**config.mk**
```make
export PLATFORM = sky130hd
export DESIGN_NAME = i2c_busctl_reg
export DESIGN_NICKNAME = d
export VERILOG_FILES = /design/src/rtl/i2c_busctl_reg.sv
export SDC_FILE = /design/constraint.sdc
export NUM_CORES = 1
export LEC_CHECK = 0
export CORE_AREA = 3 3 44 46
export CTS_CLUSTER_SIZE = 30
export DETAILED_ROUTE_END_ITERATION = 16
export DIE_AREA = 0 0 47 49
export HOLD_SLACK_MARGIN = 0.06
export PLACE_DENSITY_LB_ADDON = 0.15
export SLEW_MARGIN = 20
export SYNTH_ARGS = -nofsm -noshare
export SYNTH_HDL_FRONTEND = slang
export SYNTH_SLANG_ARGS = --single-unit
export TNS_END_PERCENT = 1
```
**constraint.sdc**
```tcl
create_clock -name clk -period 1.25 [get_ports clk]
set_input_delay 0.125 -clock clk [delete_from_list [all_inputs] [get_ports clk]]
set_output_delay 0.125 -clock clk [all_outputs]
set_load 0.05 [all_outputs]
```
**src/rtl/i2c_busctl_reg.sv**
```systemverilog
module i2c_busctl_reg (
  input  logic       clk,
  input  logic       rst_n,
  input  logic       wr_en,
  input  logic [7:0] wr_data,
  output logic [7:0] rd_data,
  input  logic       master_mode,
  input  logic       scl_in,
  input  logic       sda_in,
  output logic       sda_oe,
  output logic       start_req,
  output logic       stop_req,
  output logic       ctl_rst,
  output logic       bus_busy
);

  logic [1:0] scl_sync, sda_sync;
  logic       scl_prev, sda_prev;
  logic       sda_hold;
  logic       unused_bits;

  wire scl_s   = scl_sync[1];
  wire sda_s   = sda_sync[1];
  wire saw_start = scl_s && scl_prev && sda_prev && !sda_s;
  wire saw_stop  = scl_s && scl_prev && !sda_prev && sda_s;
  wire ss_ok   = wr_en && !wr_data[6] && master_mode;

  assign unused_bits = ^{wr_data[3], wr_data[2], wr_data[0]};

  always_ff @(posedge clk or negedge rst_n) begin
    if (!rst_n) begin
      scl_sync <= 2'b11;
      sda_sync <= 2'b11;
      scl_prev <= 1'b1;
      sda_prev <= 1'b1;
    end else begin
      scl_sync <= {scl_sync[0], scl_in};
      sda_sync <= {sda_sync[0], sda_in};
      scl_prev <= scl_s;
      sda_prev <= sda_s;
    end
  end

  always_ff @(posedge clk or negedge rst_n) begin
    if (!rst_n)         bus_busy <= 1'b0;
    else if (saw_start) bus_busy <= 1'b1;
    else if (saw_stop)  bus_busy <= 1'b0;
  end

  always_ff @(posedge clk or negedge rst_n) begin
    if (!rst_n) begin
      sda_hold  <= 1'b1;
      start_req <= 1'b0;
      stop_req  <= 1'b0;
      ctl_rst   <= 1'b0;
    end else begin
      if (wr_en && !wr_data[4]) sda_hold <= wr_data[5];
      start_req <= ss_ok && wr_data[7];
      stop_req  <= ss_ok && !wr_data[7];
      ctl_rst   <= wr_en && wr_data[1];
    end
  end

  assign sda_oe  = !sda_hold;
  assign rd_data = {bus_busy, 1'b1, sda_hold, 1'b1, scl_s, 1'b1, 1'b0, 1'b1};

  a_r4_start_from_write: assert property (@(posedge clk) disable iff (!rst_n)
    start_req |-> ($past(wr_en) && !$past(wr_data[6]) && $past(wr_data[7])));

  a_r9_master_only: assert property (@(posedge clk) disable iff (!rst_n)
    (start_req || stop_req) |-> $past(master_mode));

  a_r6_sda_hold_stable: assert property (@(posedge clk) disable iff (!rst_n)
    !(wr_en && !wr_data[4]) |=> $stable(sda_oe));

  a_r8_ctl_rst_pulse: assert property (@(posedge clk) disable iff (!rst_n)
    ctl_rst |-> $past(wr_en) && $past(wr_data[1]));

  a_r2_busy_rise_cause: assert property (@(posedge clk) disable iff (!rst_n)
    $rose(bus_busy) |-> $past(scl_prev) && !$past(sda_s));

  a_r4_no_both: assert property (@(posedge clk) disable iff (!rst_n)
    !(start_req && stop_req));

endmodule

```
; Yosys cells after proc, flatten, opt, wreduce, memory -nomap -nowiden
; Index checks and enable logic that the tools add are counted.
[classes]
reduce_logical = 18
n_eq_ne = 0
multipliers = 0
shift = 0
muxes = 2
magnitude_cmp = 0
addsub = 0
div = 0
bitwise_logic = 0
[ops]
columns = cell, count
row1 = 1-bit logical AND, 11
row2 = 1-bit zero test, 6
row3 = 1-bit two-way mux, 2
row4 = 2-bit nonzero test, 1
[totals]
latchBits = 0
word_cells = 29
n_memories = 0
mem_bits_ro = 0
input_bits = 14
ram_bits = 0
regBits = 11

; Depth between registers and ports, before layout
[logic_depth]
ltp_word = 5
ltp_mapped = 2
mapped_depth_nobuf = 2

; Least setup slack after synthesis
; OpenSTA, ideal clock, no wires.
[synth_path]
path_kind = flip-flop to output port
start = reg bus_busy
end = out rd_data[7]
n_path_buf = 1
stages_incl_launch_ff = 2
arrival_ps = 922
path_slack_ps = 203
path_cell_list = dfrtp_1 buf_4
[synth_rtl]
columns = item, line_no
row1 = start: declaration, 14  ; output logic bus_busy
row2 = start signal: assignment, 45  ; if (!rst_n) bus_busy <= 1'b0;
row3 = start signal: assignment, 46  ; else if (saw_start) bus_busy <= 1'b1;
row4 = start signal: assignment, 47  ; else if (saw_stop) bus_busy <= 1'b0;
row5 = end: declaration, 6  ; output logic [7:0] rd_data,
; No word-level cell between the ends.

; Final worst setup path
[layout_path]
start = reg sda_hold
end = out sda_oe
[layout_between]
elab_chain_cells = 1
[layout_rtl]
columns = item, line_no
row1 = start: declaration, 19  ; logic sda_hold;
row2 = start signal: assignment, 57  ; if (wr_en && !wr_data[4]) sda_hold <= wr_data[5];
row3 = 1-bit zero test, 64  ; assign sda_oe = !sda_hold;
row4 = end: declaration, 10  ; output logic sda_oe,
; Every way passes these cells.

==> impl_metrics.tcl <==
set metrics [dict create \
    first_pass_iters 2 \
    vias 278 \
    worstSetupPathType "reg -> out" \
    status "completed" \
    std_cell_rows 14 \
    rsz0062_at_grt "no" \
    grt_usage_pct 7.06 \
    synth.distinct_cells 15 \
    fp.dieH_um 49 \
    cp-start-kind "register" \
    cp.required_ns 1.12 \
    report.final.slew_viol_count 0 \
    wl_per_cell_um 10.2 \
    route.detailed.drc 0 \
    cts_made_buffers 3 \
    path_clk_slew_ns 0.06 \
    syn_avg_cell_area_um2 13.3 \
    vias_per_cell 4.21 \
    place_area_um2 659 \
    critPathMaxFanout 3 \
    drive_above_1_share_pct 42.0 \
    fin_area_um2 686 \
    hold_violations 0 \
    ys_seq_area_share_pct 64.5 \
    setup_tns_ns 0 \
    r2r-start "sda_prev" \
    synth_ff_type "dfstp_2" \
    async_reset_ff_share_pct 100 \
    antenna_found_initial 0 \
    cts_tree "built" \
    synthMuxAreaShare_pct 3.41 \
    die_area_mm2 0.00230 \
    reg2reg_slack_ns 0.26 \
    clk_latency_ns 0.26 \
    setup-violations-final 0 \
    ir_drop_uv 588 \
    synth_cells 33 \
    yosys.area_share.simple_pct 13.4 \
    cts_buffer_depth 2 \
    hold_class "in -> async" \
    antenna-diode-count 0 \
    maxCapViolations 0 \
    total_power_uw 866 \
    cts-resized-gates 0 \
    grt_overflow 0 \
    core_mm2 0.00154 \
    antenna_left 0 \
    initial_core_util_pct 28.6 \
    synthTopCellsByCount "buf_4, dfstp_2, dfrtp_1" \
    finalCriticalPeriod_ns 1.18 \
    yosys.area.top_type "dfstp_2" \
    synth_area_um2 440 \
    synth_compound_area_share_pct 1.70 \
    die_x_um 47 \
    synth_fa_ha_area_share_pct 0 \
    critPathSlowestCell "dfstp_2" \
    htree_levels 1 \
    ctsHoldBuffers 0 \
    synth_top_area_share_pct 41.8 \
    r2r_cells 2 \
    place.port_buffers 18 \
    yosys_warnings 0 \
    powerDensity_mw_per_mm2 1260 \
    final_nets 65 \
    drtIter0Drc 3 \
    synth_top_family_by_area "buffers and inverters" \
    crit_arrival_ns 1.05 \
    grt_pass1_vias 296 \
    gp_congestion 0.562 \
    post-route-period-util_pct 94.3 \
    wirelength_um 673 \
    root_buffer "clkbuf_4" \
    post_cts.repair.setup_buffers 0 \
    r2r-end "bus_busy" \
    yosys-top-cells-area "dfstp_2, dfrtp_1, buf_4, mux2_4, nor2b_4" \
    end_kind "output pin" \
    synthXorXnorAreaFrac_pct 0 \
    cts_sinks 11 \
    p_leak_uw 0.000303 \
    synth_edf_count 0 \
    finClkSkew_ns 0.00153 \
    fmax_ghz 0.849 \
    grt_pass1_wl_um 1150 \
    path_cells "inv_1 > buf_4" \
    synth_most_common_cell "buf_4" \
    ys_seq_elements 11 \
    io_pins 27 \
    grt_max_degree 12 \
    critPathMaxStageDelay_ns 0.57 \
    synthToLayoutAreaGrowth_pct 55.7 \
]
-- worst max path at each step --
stage             start         end
2_1_floorplan  bus_busy  rd_data[7]
3_3_place_gp      wr_en    sda_hold
3_5_place_dp      wr_en    sda_hold
4_1_cts        sda_hold      sda_oe
5_1_grt        sda_hold      sda_oe
6_report       sda_hold      sda_oe
-- through the flow --
stage                     worst slack (ns)  std cells  hold WS [ns]  utilization (%)
after global placement               0.112         62         0.346             42.8
after floorplan                      0.203         36        -0.171                -
final                               0.0715         66         0.189             44.5
after detailed placement            0.0856         62         0.347             42.8
after CTS                           0.0596         66         0.197             44.5
after global routing                0.0156         66         0.207             44.5
-- cells by family (layout without fill, tap and decap cells) --
logic type             Yosys count  after routing
buffers and inverters           10             24
muxes                            1              1
other                            2              5
AOI/OAI and AO/OA                1              1
DFF                             11             11
and+or+nand+nor                  8              8
-- worst max-delay path, delay by kind of cell (launching register included) --
family / cells / cell delay (ns)
flops: 1 / 0.57
buf+inv: 2 / 0.23
-- registers in the layout, indices dropped and copies added (netlist names) --
signal	count
bus_busy	1
start_req	1
stop_req	1
sda_hold	1
sda_sync	2
scl_prev	1
ctl_rst	1
scl_sync	2
sda_prev	1
-- final cells by class --
cell class                      instances  area [µm²]
Fill cell                             142         856
Sequential cell                        11         284
Timing Repair Buffer                   18         248
Multi-Input combinational cell         15         100
Clock buffer                            4        26.3
Tap cell                               16        20.0
Inverter                                2        7.51
-- layer usage --
metal  global-route usage, %  share of wire, %  vias up
li1                        -                 -      126
met1                    7.99                30      137
met2                    11.1                59       15
met3                    3.32                11        0
met4                    2.76                 0        0
met5                       0                 0        -
-- where the power goes --
part | switching [µW] | total [µW] | internal (µW)
clock | 104 | 227 | 123
combinational | 128 | 231 | 103
sequential | 19.9 | 408 | 388
-- cell usage in the layout, fill, tap and decap left out --
master            n
and4b_1           1
clkdlybuf4s50_1  10
nor3b_1           1
nor3_1            1
conb_1            5
clkbuf_4          3
mux2_4            1
nor2_1            1
buf_12            7
buf_4             1
dfstp_2           7
nor2b_4           1
nand2_1           1
nand3b_1          1
a211oi_1          1
clkbuf_1          1
and2_2            1
inv_1             2
dfrtp_1           4
Power figures use the tool's default switching activity.
